### config.mk
export PLATFORM = sky130hd
export DESIGN_NAME = rot_imm_codec
export DESIGN_NICKNAME = d
export VERILOG_FILES = /design/src/rtl/rot_imm_pkg.sv /design/src/rtl/rie_scan.sv /design/src/rtl/rie_pick.sv /design/src/rtl/rie_expand.sv /design/src/rtl/rie_hold.sv /design/src/rtl/rot_imm_codec.sv
export SDC_FILE = /design/constraint.sdc
export NUM_CORES = 1
export LEC_CHECK = 0
export BUFFER_PORTS_ARGS = -buffer_cell sky130_fd_sc_hd__buf_4
export CORE_UTILIZATION = 49
export DETAILED_ROUTE_END_ITERATION = 8
export GPL_ROUTABILITY_DRIVEN = 0
export PLACE_DENSITY_LB_ADDON = 0.08
export SKIP_LAST_GASP = 1
export SLEW_MARGIN = 10
export SYNTH_ARGS = -nofsm -noshare
export SYNTH_HDL_FRONTEND = slang
export SYNTH_HIERARCHICAL = 1
export SYNTH_SLANG_ARGS = --single-unit
### constraint.sdc
create_clock -name clk -period 8.8 [get_ports clk]
set_input_delay 1.32 -clock clk [delete_from_list [all_inputs] [get_ports clk]]
set_output_delay 1.32 -clock clk [all_outputs]
set_load 0.05 [all_outputs]
### src/rtl/rot_imm_pkg.sv
package rot_imm_pkg;
  localparam int unsigned WORD_W = 32;
  localparam int unsigned PAY_W  = 8;
  localparam int unsigned CODE_W = 4;
endpackage

### src/rtl/rie_scan.sv
module rie_scan #(
  parameter int unsigned WORD_W = rot_imm_pkg::WORD_W,
  parameter int unsigned PAY_W  = rot_imm_pkg::PAY_W,
  parameter int unsigned CODE_W = rot_imm_pkg::CODE_W,
  localparam int unsigned N_CODE = 1 << CODE_W,
  localparam int unsigned STEP   = WORD_W / N_CODE
) (
  input  logic [WORD_W-1:0]             word_i,
  output logic [N_CODE-1:0]             hit_o,
  output logic [N_CODE-1:0][PAY_W-1:0]  pay_o
);
  // Undoing a right rotation by k*STEP is a left rotation by the same amount;
  // the code fits when everything above the payload is zero afterwards.
  for (genvar k = 0; k < N_CODE; k++) begin : g_code
    localparam int unsigned SH = k * STEP;
    logic [WORD_W-1:0] back;
    if (SH == 0) begin : g_plain
      assign back = word_i;
    end else begin : g_rot
      assign back = (word_i << SH) | (word_i >> (WORD_W - SH));
    end
    assign hit_o[k] = ~|back[WORD_W-1:PAY_W];
    assign pay_o[k] = back[PAY_W-1:0];
  end
endmodule

### src/rtl/rie_pick.sv
module rie_pick #(
  parameter int unsigned PAY_W  = rot_imm_pkg::PAY_W,
  parameter int unsigned CODE_W = rot_imm_pkg::CODE_W,
  localparam int unsigned N_CODE = 1 << CODE_W
) (
  input  logic [N_CODE-1:0]             hit_i,
  input  logic [N_CODE-1:0][PAY_W-1:0]  pay_i,
  output logic                          ok_o,
  output logic [N_CODE-1:0]             grant_o,
  output logic [PAY_W-1:0]              pay_o,
  output logic [CODE_W-1:0]             code_o
);
  always_comb begin
    ok_o    = 1'b0;
    grant_o = '0;
    pay_o   = '0;
    code_o  = '0;
    for (int k = 0; k < int'(N_CODE); k++) begin
      if (hit_i[k] && !ok_o) begin
        ok_o       = 1'b1;
        grant_o[k] = 1'b1;
        pay_o      = pay_i[k];
        code_o     = CODE_W'(k);
      end
    end
  end
endmodule

### src/rtl/rie_expand.sv
module rie_expand #(
  parameter int unsigned WORD_W = rot_imm_pkg::WORD_W,
  parameter int unsigned PAY_W  = rot_imm_pkg::PAY_W,
  parameter int unsigned CODE_W = rot_imm_pkg::CODE_W,
  localparam int unsigned N_CODE = 1 << CODE_W,
  localparam int unsigned STEP   = WORD_W / N_CODE
) (
  input  logic [PAY_W-1:0]  pay_i,
  input  logic [CODE_W-1:0] code_i,
  output logic [WORD_W-1:0] word_o
);
  logic [WORD_W-1:0]              base;
  logic [N_CODE-1:0][WORD_W-1:0]  turned;

  assign base = {{(WORD_W-PAY_W){1'b0}}, pay_i};

  for (genvar k = 0; k < N_CODE; k++) begin : g_code
    localparam int unsigned SH = k * STEP;
    if (SH == 0) begin : g_plain
      assign turned[k] = base;
    end else begin : g_rot
      assign turned[k] = (base >> SH) | (base << (WORD_W - SH));
    end
  end

  assign word_o = turned[code_i];
endmodule

### src/rtl/rie_hold.sv
module rie_hold #(
  parameter int unsigned PAY_W  = rot_imm_pkg::PAY_W,
  parameter int unsigned CODE_W = rot_imm_pkg::CODE_W,
  localparam int unsigned RES_W = 1 + PAY_W + CODE_W
) (
  input  logic             clk,
  input  logic             rst_n,
  input  logic             load_valid_i,
  output logic             load_ready_o,
  input  logic [RES_W-1:0] load_data_i,
  output logic             hold_valid_o,
  input  logic             hold_ready_i,
  output logic [RES_W-1:0] hold_data_o
);
  assign load_ready_o = !hold_valid_o || hold_ready_i;

  always_ff @(posedge clk) begin
    if (!rst_n) begin
      hold_valid_o <= 1'b0;
      hold_data_o  <= '0;
    end else if (load_ready_o) begin
      hold_valid_o <= load_valid_i;
      if (load_valid_i) hold_data_o <= load_data_i;
    end
  end

  AST_HOLD_STABLE: assert property (@(posedge clk) disable iff (!rst_n)
    hold_valid_o && !hold_ready_i |=> hold_valid_o && $stable(hold_data_o));
  AST_LOAD_SHOWS: assert property (@(posedge clk) disable iff (!rst_n)
    load_valid_i && load_ready_o |=> hold_valid_o);
  AST_DRAIN_EMPTY: assert property (@(posedge clk) disable iff (!rst_n)
    hold_valid_o && hold_ready_i && !load_valid_i |=> !hold_valid_o);
endmodule

### src/rtl/rot_imm_codec.sv
module rot_imm_codec #(
  parameter int unsigned WORD_W = rot_imm_pkg::WORD_W,
  parameter int unsigned PAY_W  = rot_imm_pkg::PAY_W,
  parameter int unsigned CODE_W = rot_imm_pkg::CODE_W,
  localparam int unsigned N_CODE = 1 << CODE_W,
  localparam int unsigned STEP   = WORD_W / N_CODE,
  localparam int unsigned RES_W  = 1 + PAY_W + CODE_W
) (
  input  logic              clk,
  input  logic              rst_n,
  input  logic              in_valid,
  output logic              in_ready,
  input  logic [WORD_W-1:0] in_value,
  output logic              out_valid,
  input  logic              out_ready,
  output logic              out_ok,
  output logic [PAY_W-1:0]  out_imm8,
  output logic [CODE_W-1:0] out_rot,
  input  logic [PAY_W-1:0]  dec_imm8,
  input  logic [CODE_W-1:0] dec_rot,
  output logic [WORD_W-1:0] dec_value
);
  logic [N_CODE-1:0]            hit;
  logic [N_CODE-1:0][PAY_W-1:0] pay;
  logic [N_CODE-1:0]            grant;
  logic                         enc_ok;
  logic [PAY_W-1:0]             enc_pay;
  logic [CODE_W-1:0]            enc_code;
  logic [RES_W-1:0]             held;

  rie_scan #(.WORD_W(WORD_W), .PAY_W(PAY_W), .CODE_W(CODE_W)) u_scan (
    .word_i(in_value), .hit_o(hit), .pay_o(pay));

  rie_pick #(.PAY_W(PAY_W), .CODE_W(CODE_W)) u_pick (
    .hit_i(hit), .pay_i(pay), .ok_o(enc_ok), .grant_o(grant),
    .pay_o(enc_pay), .code_o(enc_code));

  rie_hold #(.PAY_W(PAY_W), .CODE_W(CODE_W)) u_hold (
    .clk(clk), .rst_n(rst_n),
    .load_valid_i(in_valid), .load_ready_o(in_ready),
    .load_data_i({enc_ok, enc_pay, enc_code}),
    .hold_valid_o(out_valid), .hold_ready_i(out_ready), .hold_data_o(held));

  assign {out_ok, out_imm8, out_rot} = held;

  rie_expand #(.WORD_W(WORD_W), .PAY_W(PAY_W), .CODE_W(CODE_W)) u_expand (
    .pay_i(dec_imm8), .code_i(dec_rot), .word_o(dec_value));

  function automatic logic [WORD_W-1:0] spin(input logic [PAY_W-1:0] p,
                                             input logic [CODE_W-1:0] c);
    logic [WORD_W-1:0] w;
    w = {{(WORD_W-PAY_W){1'b0}}, p};
    for (int i = 0; i < int'(c) * int'(STEP); i++) w = {w[0], w[WORD_W-1:1]};
    return w;
  endfunction

  AST_SMALL_DIRECT: assert property (@(posedge clk) disable iff (!rst_n)
    in_valid && (in_value >> PAY_W) == '0 |-> enc_ok && enc_code == '0);
  AST_ROUND_TRIP: assert property (@(posedge clk) disable iff (!rst_n)
    in_valid && enc_ok |-> spin(enc_pay, enc_code) == in_value);
  AST_ONE_GRANT: assert property (@(posedge clk) disable iff (!rst_n)
    $onehot0(grant) && (enc_ok == |grant));
  AST_ZERO_WHEN_BAD: assert property (@(posedge clk) disable iff (!rst_n)
    out_valid && !out_ok |-> out_imm8 == '0 && out_rot == '0);
endmodule

## Word level (Yosys, flattened, before mapping)

Index checks and enable logic that the tools add are counted.

- Bitwise gates (word level): 18
- Reduce and logical (&&, ||, !) cells: 63
- $lt $le $gt $ge: 1
- Muxes and demuxes: 49

Operators by type and width:

| kind | number |
|---|---|
| 24-bit OR reduction | 16 |
| 32-bit binary-select mux with 4-bit select | 1 |
| 8-bit 2-to-1 mux | 16 |
| 32-bit 2-to-1 mux | 1 |
| 4-bit 2-to-1 mux | 8 |
| 2-bit by 32-bit OR with 32-bit output | 1 |
| 32-bit by 10-bit OR with 32-bit output | 1 |
| 32-bit by 12-bit OR with 32-bit output | 1 |
| 32-bit by 14-bit OR with 32-bit output | 1 |
| 32-bit by 16-bit OR with 32-bit output | 1 |
| 32-bit by 18-bit OR with 32-bit output | 1 |
| 32-bit by 2-bit OR with 32-bit output | 1 |
| 32-bit by 20-bit OR with 32-bit output | 1 |
| 32-bit by 22-bit OR with 32-bit output | 1 |
| 32-bit by 24-bit OR with 32-bit output | 1 |
| 32-bit by 26-bit OR with 32-bit output | 1 |
| 32-bit by 28-bit OR with 32-bit output | 1 |
| 32-bit by 30-bit OR with 32-bit output | 1 |
| 32-bit by 4-bit OR with 32-bit output | 1 |
| 32-bit by 6-bit OR with 32-bit output | 1 |
| 32-bit by 8-bit OR with 32-bit output | 1 |
| 4-bit by 32-bit OR with 32-bit output | 1 |
| 6-bit by 32-bit OR with 32-bit output | 1 |
| 1-bit logical NOT | 30 |
| other kinds (7) | 41 |

- Output and inout port bits: 47
- Word-level logic and storage cells: 133
- Bits of input ports: 48
- Bits in registers: 14

## Depth between registers and ports, before layout

Gate-level depths: netlist of run 1.

- Depth after elaboration: 47
- Mapped depth: 13
- Gate-level depth less buffers: 11

## Hierarchy

The synthesis of run 1 kept the hierarchy.

Modules (own cells, without submodules):

| module | cells each | sequential area each (um2) | times used | area each (um2) |
|---|---|---|---|---|
| rie_pick | 261 | 0.0 | 1 | 1,592.8 |
| rie_scan | 175 | 0.0 | 1 | 1,352.5 |
| rie_hold | 62 | 280.3 | 1 | 586.8 |
| rie_expand | 82 | 0.0 | 1 | 526.8 |

## Least setup slack after synthesis of run 1

Ideal clock, no wire load.

- Path kind: in2out
- From: input dec_rot[3]
- To: output dec_value[3]
- Arrival: 3.088 ns
- Required time: 7.480 ns
- Setup slack: 4.392 ns
- Cell stages on the path: 3
- Path buffers: 1
- Cells stage by stage: clkbuf_1 > or2_2 > o32ai_1

- Word-level cells in the longest chain between the ends: 2

Ends and longest elaborated chain:

| item | line | RTL |
|---|---|---|
| start, declared | rot_imm_codec.sv:20 | `input logic [CODE_W-1:0] dec_rot,` |
| 32-bit binary-select mux with 4-bit select | rie_expand.sv:26 | `assign word_o = turned[code_i];` |
| 32-bit 2-to-1 mux (not written as such) | rie_expand.sv:26 |  |
| end, declared | rot_imm_codec.sv:21 | `output logic [WORD_W-1:0] dec_value` |

No other way between the ends. The select of a mux whose other input is x is not followed.

## Worst setup path after layout of run 1

- From: input in_value[13]
- To: register u_hold.hold_data_o[9]

- Word-level cells in the longest chain between the ends: 47
- Elaborated cells on any way between the ends: 95
- Those cells by class: mux: 31; bitwise: 12; reduce/logical: 52

Ends and longest elaborated chain:

| item | line | RTL |
|---|---|---|
| start, declared | rot_imm_codec.sv:13 | `input logic [WORD_W-1:0] in_value,` |
| 32-bit by 2-bit OR with 32-bit output * | rie_scan.sv:20 | `assign back = (word_i << SH) \| (word_i >> (WORD_W - SH));` |
| 24-bit OR reduction * | rie_scan.sv:22 | `assign hit_o[k] = ~\|back[WORD_W-1:PAY_W];` |
| 1-bit logical NOT * | rie_scan.sv:22 |  |
| via hit[1] | rot_imm_codec.sv:23 | `logic [N_CODE-1:0] hit;` |
| 1-bit logical AND * | rie_pick.sv:19 | `if (hit_i[k] && !ok_o) begin` |
| 1-bit 2-to-1 mux | rie_pick.sv:19 |  |
| 1-bit logical NOT | rie_pick.sv:19 |  |
| 1-bit logical AND | rie_pick.sv:19 |  |
| [33 not listed] | - |  |
| 1-bit 2-to-1 mux | rie_pick.sv:19 |  |
| 1-bit logical NOT | rie_pick.sv:19 |  |
| 1-bit logical AND | rie_pick.sv:19 |  |
| 1-bit 2-to-1 mux | rie_pick.sv:19 |  |
| 1-bit logical NOT | rie_pick.sv:19 |  |
| 1-bit logical AND | rie_pick.sv:19 |  |
| 8-bit 2-to-1 mux * | rie_pick.sv:19 |  |
| via enc_pay[5] | rot_imm_codec.sv:27 | `logic [PAY_W-1:0] enc_pay;` |
| end signal, assigned | rie_hold.sv:23 | `if (load_valid_i) hold_data_o <= load_data_i;` |
| end, declared | rie_hold.sv:13 | `output logic [RES_W-1:0] hold_data_o` |

The timed path passes the listed nets; every way through them passes the cells marked *.
A chain may end at the register's enable or synchronous reset.

==> out/results.md, run 1 <==
Outcome
• status: completed

Setup path
• Critical Path RT: 8920 ps
• worst setup path category: input port to register
• nature of the critical path startpoint: input port
• arrival time of the worst setup path: 4910 ps
• category of the worst setup path capture point: register
• maximum fanout count along the critical path: 14

Timing
• final max-slew violation count: 0
• transition at the pin with the smallest max-transition slack: 947.4 ps
• hold slack: 460.8 ps
• post-route clock skew: 3.109 ps
• Slew HR: 0.3635
• setup TNS after final layout: 0 ps
• Fmax: 0.2090 GHz
• min cycle time layout: 4785 ps
• hold violation count in the final report: 0
• unrepaired setup endpoints after global routing: no
• Period Utilization, post-route: 0.5437
• final setup violating endpoints: 0

Global routing
• number of antenna violations at the first check in global routing: 0
• maximum number of pins on one net before global-route repair: 28
• grt ovf: 0
• vias in the first global route: 3565
• total global routing track utilization: 0.2675
• wire length of the first global-routing pass: 18.46 mm

Clock network
• quantity of hold-fixing buffers added after cts: 0
• total CTS buffers: 3
• clock latency of the later-clocked register in the worst-skew pair: 240 ps
• CTS Root Buffer Type: sky130_fd_sc_hd__clkbuf_8
• clock tree from TritonCTS: done
• # resized after CTS: 0
• CTS H-tree lvls: 1
• number of buffers between clock root and the deepest sink: 2
• clock transition at the register clock pins on the worst setup and hold paths after CTS: 60 ps
• post-CTS setup-driven buffer insertion count: 0
• count of clock tree sinks: 14

Cells and area
• synthesis-to-finish area growth: -4.492%
• antenna cell count: 0
• most common cell after layout, fill and taps aside: sky130_fd_sc_hd__buf_4
• share of final-layout standard cells stronger than drive strength 1: 0.2692
• most frequent cells in the layout: sky130_fd_sc_hd__buf_4, sky130_fd_sc_hd__nand2_1, sky130_fd_sc_hd__nor2_1
• count of nets after finishing: 569
• filler-free cell count of the finished design: 622
• post-route standard cell area excluding fillers: 3857 sq um

Synth
• Avg Cell Area, Syn: 7.000 sq um
• netlist area before placement: 4039 sq um
• warnings from Yosys: 6
• synthesized netlist cell count: 577
• post-synthesis net count: 625

Placement
• post-detailed-placement half-perimeter wirelength: 9.032 mm
• placement-stage cell area: 3794 sq um
• number of placed instances with taps included: 618
• count of input and output buffers: 94

Job
• number of maximum-capacitance constraint violations: 0

Min path
• Hold Crit Class: register to register

Power and ir drop
• highest ir drop seen on vdd: 0.00003959 V
• Power Total: 245.3 uW
• total power divided by cell area: 63.60 nW/um^2
• leakage component of the power: 0.001470 uW

Detailed routing
• antenna-violating nets left: 0
• detailed-route vias per instance: 6.391
• DRT iter0 DRCs: 454
• Post-route DRC: 0
• vias post-DR: 3975
• detailed-router iteration count before antenna repair: 6
• routed wire length per instance: 18.99 um
• Post-Route WL: 11.81 mm

Die
• die width: 92.79 um
• Placeable Area: 7848 sq um
• die outline area: 8610 sq um
• io pins: 95
• Rows: 32
• Die H: 92.79 um
• starting utilization of the core area: 0.5147

## layer usage
metal / global-route usage / wire length (um) / vias up
li1: - / - / 1856
met1: 0.3645 / 4982 / 1835
met2: 0.4203 / 5330 / 243
met3: 0.03530 / 1051 / 41
met4: 0.1103 / 449 / 0
met5: 0 / 0 / -
## registers in the layout, indices dropped and copies added, names as in the netlist
| register | cells |
|---|---|
| u_hold/hold_valid_o | 1 |
| u_hold/hold_data_o | 13 |
## worst max-delay path, stage by stage
cell,delay [ps]
sky130_fd_sc_hd__buf_4,150
sky130_fd_sc_hd__nor4_4,390
sky130_fd_sc_hd__nand4_2,280
sky130_fd_sc_hd__nor2_1,800
sky130_fd_sc_hd__nor4_1,280
sky130_fd_sc_hd__buf_4,250
sky130_fd_sc_hd__and2_1,290
sky130_fd_sc_hd__a222oi_1,480
sky130_fd_sc_hd__a21oi_1,130
sky130_fd_sc_hd__a21oi_1,260
sky130_fd_sc_hd__o21ai_0,120
sky130_fd_sc_hd__nand2_1,70
sky130_fd_sc_hd__mux2i_1,60
## layout make-up
type | instances | area (sq um)
Tap cell | 102 | 127.6
Timing Repair Buffer | 101 | 758.2
Inverter | 3 | 11.26
Clock buffer | 4 | 55.05
Sequential cell | 14 | 280.3
Multi-Input combinational cell | 398 | 2625
Fill cell | 823 | 3990
## final timing paths
kind	start	end	slack [ps]	cells after the start
worst min-delay path	u_hold/hold_data_o[10]	u_hold/hold_data_o[10]	460	2
worst max register to register	u_hold/hold_valid_o	u_hold/hold_data_o[6]	7810	3
worst max-delay path	in_value[13]	u_hold/hold_data_o[9]	4020	13
worst min register to register	u_hold/hold_data_o[10]	u_hold/hold_data_o[10]	460	2
## power by group
part | internal, uW | leakage, uW | total, uW | switching (uW)
logic | 40.5 | 0.00133 | 120 | 79.1
clock network | 39.5 | 0.0000288 | 61.7 | 22.2
registers | 63.7 | 0.000113 | 64.0 | 0.299
total | 144 | 0.00147 | 245 | 102
## stage by stage
stage / setup WS, ps / utilization
floorplan: 4392 / -
global placement: 3850 / 0.4834
detailed placement: 3894 / 0.4834
CTS: 4124 / 0.4904
global route: 3751 / 0.4916
finish: 4015 / 0.4916
No activity file was read; power rests on OpenSTA's default activity.
==> run 2, diff against run 1 <==
==> constraint.sdc (replaced) <==
create_clock -name clk -period 3.85 [get_ports clk]
set_input_delay 0.5775 -clock clk [delete_from_list [all_inputs] [get_ports clk]]
set_output_delay 0.5775 -clock clk [all_outputs]
set_load 0.05 [all_outputs]
==> out/results.md, run 2 (same netlist as run 1, synthesis figures left out) <==
Timing
• transition at the pin with the smallest max-transition slack: 885.4 ps, -61.97 ps
• hold violation count in the final report: 0, unchanged
• unrepaired setup endpoints after global routing: no
• final max-slew violation count: 0, unchanged
• Slew HR: 0.4043, +0.04073
• final setup violating endpoints: 0, unchanged
• min cycle time layout: 3624 ps
• post-route clock skew: 2.179 ps, -0.9305 ps
• Period Utilization, post-route: 0.9413
• final worst slack: 226.1 ps, -3789 ps
• Fmax: 0.2759 GHz
• setup TNS after final layout: 0 ps, unchanged

Clock network
• count of clock tree sinks: 14, unchanged
• number of buffers between clock root and the deepest sink: 2, unchanged
• total CTS buffers: 3, unchanged
• clock transition at the register clock pins on the worst setup and hold paths after CTS: 60 ps, about the same
• quantity of hold-fixing buffers added after cts: 0, unchanged
• # resized after CTS: 0, unchanged
• CTS Root Buffer Type: sky130_fd_sc_hd__clkbuf_8
• clock latency of the later-clocked register in the worst-skew pair: 240 ps, about the same
• post-CTS setup-driven buffer insertion count: 0, unchanged
• clock tree from TritonCTS: done
• CTS H-tree lvls: 1, unchanged

Setup path
• cell class contributing the biggest share of worst-path delay: compound AO/OA/AOI/OAI gates
• worst setup slack for register-to-register paths: 2860 ps, -4950 ps
• longest individual stage delay on the worst path: 550 ps, -250 ps
• arrival time of the worst setup path: 3750 ps, -1160 ps
• Buf+Inv Stages, Crit Path: 3, +1
• Critical Path RT: 3970 ps, -4950 ps
• worst setup path category: input port to register
• launching element of the worst setup path: in_value[25]
• cell-by-cell trace of the critical path: buf_4 -> nor4_4 -> nand3_2 -> nor2_1 -> buf_4 -> or4_4 -> nor3b_2 -> buf_4 -> a22o_1 -> a221oi_1 -> o221ai_1 -> a22o_1 -> nand2_1 -> mux2i_1
• nature of the critical path startpoint: input port
• category of the worst setup path capture point: register
• total number of cells along the worst setup path: 14, +1
• worst reg2reg path depth: 3, unchanged
• R2R Path End: u_hold/hold_data_o[3]
• Worst R2R Start: u_hold/hold_valid_o
• cell with the biggest individual delay on the critical path: sky130_fd_sc_hd__nor4_4
• endpoint of the most critical setup path: u_hold/hold_data_o[11]
• maximum fanout count along the critical path: 20, +6
• Worst path most repeated cell: sky130_fd_sc_hd__buf_4

Min path
• Hold Crit Class: register to register
• Hold Path Depth: 2, unchanged

Cells and area
• most frequent cells in the layout: sky130_fd_sc_hd__buf_4, sky130_fd_sc_hd__nand2_1, sky130_fd_sc_hd__nor2_1
• antenna cell count: 0, unchanged
• share of final-layout standard cells stronger than drive strength 1: 0.2897, +0.02049
• Regs by FF count: u_hold/hold_data_o: 13 flops, u_hold/hold_valid_o: 1 flops
• Storage cell area: 280.3 sq um, unchanged
• register name with the most flops: u_hold/hold_data_o
• count of nets after finishing: 584, +2.6%
• combined area of the multi-input logic cells: 2616 sq um, -0.33%
• most common cell after layout, fill and taps aside: sky130_fd_sc_hd__buf_4
• number of filler cells placed in the layout: 844, +2.6%
• synthesis-to-finish area growth: -1.611%
• flip-flop count of the largest register after layout: 13, unchanged

Global routing
• wire length of the first global-routing pass: 18.60 mm, +0.71%
• vias in the first global route: 3604, +1.1%
• grt ovf: 0, unchanged
• total global routing track utilization: 0.2709, +0.003354
• maximum number of pins on one net before global-route repair: 28, unchanged
• number of antenna violations at the first check in global routing: 0, unchanged

Outcome
• status: completed

Die
• Placeable Area: 7848 sq um, unchanged
• starting utilization of the core area: 0.5147, unchanged
• die width: 92.79 um, unchanged
• die outline area: 8610 sq um, unchanged
• Rows: 32, unchanged
• Die H: 92.79 um, unchanged
• io pins: 95, unchanged

Detailed routing
• detailed-route vias per instance: 6.246, -2.3%
• routed wire length per instance: 18.90 um, -0.51%
• Post-Route WL: 12.04 mm, +1.9%
• Post-route DRC: 0, unchanged
• antenna-violating nets left: 0, unchanged
• DRT iter0 DRCs: 478, +5.3%
• detailed-router iteration count before antenna repair: 5, -1
• vias post-DR: 3979, +0.10%

Placement
• count of input and output buffers: 94, unchanged
• Placement Setup Slack: 54.92 ps, -3839 ps
• post-detailed-placement half-perimeter wirelength: 9.425 mm, +4.3%

Job
• number of maximum-capacitance constraint violations: 0, unchanged

Power and ir drop
• highest ir drop seen on vdd: 0.00008805 V, +120%
• total power divided by cell area: 141.0 nW/um^2, +120%
• leakage component of the power: 0.001547 uW, +5.2%

-- run 2: cell count changes in the layout (fill, tap and decap cells not counted) --
| cell | previous run | this run |
|---|---|---|
| sky130_fd_sc_hd__nor4_2 | 1 | 2 |
| sky130_fd_sc_hd__buf_12 | 0 | 1 |
| sky130_fd_sc_hd__buf_4 | 101 | 115 |
| sky130_fd_sc_hd__nor4_4 | 10 | 9 |
-- run 2: worst min-delay path by stage --
stage                                       from                     end  slack, ps
after CTS                  u_hold/hold_data_o[9]   u_hold/hold_data_o[9]        460
after detailed placement   u_hold/hold_data_o[9]   u_hold/hold_data_o[9]        450
after global placement     u_hold/hold_data_o[7]   u_hold/hold_data_o[7]        440
after global routing       u_hold/hold_data_o[7]   u_hold/hold_data_o[7]        480
final                      u_hold/hold_data_o[9]   u_hold/hold_data_o[9]        460
after floorplan           u_hold/hold_data_o[10]  u_hold/hold_data_o[10]        670
-- run 2: per-layer routing --
metal	routed length, um	share of wire	GRT usage	vias to the layer above
li1	-	-	-	1875
met1	5219	0.43	0.3673	1848
met2	5527	0.46	0.4424	227
met3	954	0.079	0.03448	29
met4	337	0.028	0.08333	0
met5	0	0	0	-
-- run 2: layout make-up --
| class | count | area share |
|---|---|---|
| inverter | 3 | 0.002834 |
| tap | 102 | 0.03212 |
| sequential | 14 | 0.07053 |
| multi-input combinational | 398 | 0.6584 |
| timing repair buffer | 116 | 0.2223 |
| clock buffer | 4 | 0.01385 |
-- run 2: report_power, final --
part,internal (uW),switching [uW]
logic,92.6,181
clock network,90.5,50.3
registers,146,0.676
-- run 2: worst register-to-register path, stage by stage, from the launching register on --
cell and delay [ps]:
sky130_fd_sc_hd__dfxtp_1 330, sky130_fd_sc_hd__nand2b_4 80, sky130_fd_sc_hd__and2_4 290, sky130_fd_sc_hd__mux2i_1 220
-- run 2: through the flow --
stage	util	hold WS [ps]	instance area [sq um]	power, uW	instances
2_1_floorplan	-	669.7	4039	394.5	577
3_3_place_gp	0.4994	443.8	3919	420.4	633
3_5_place_dp	0.4994	451.0	3919	420.9	633
4_1_cts	0.5064	460.3	3974	562.6	637
5_1_grt	0.5064	485.0	3974	585.3	637
6_report	0.5064	460.6	3974	560.5	637
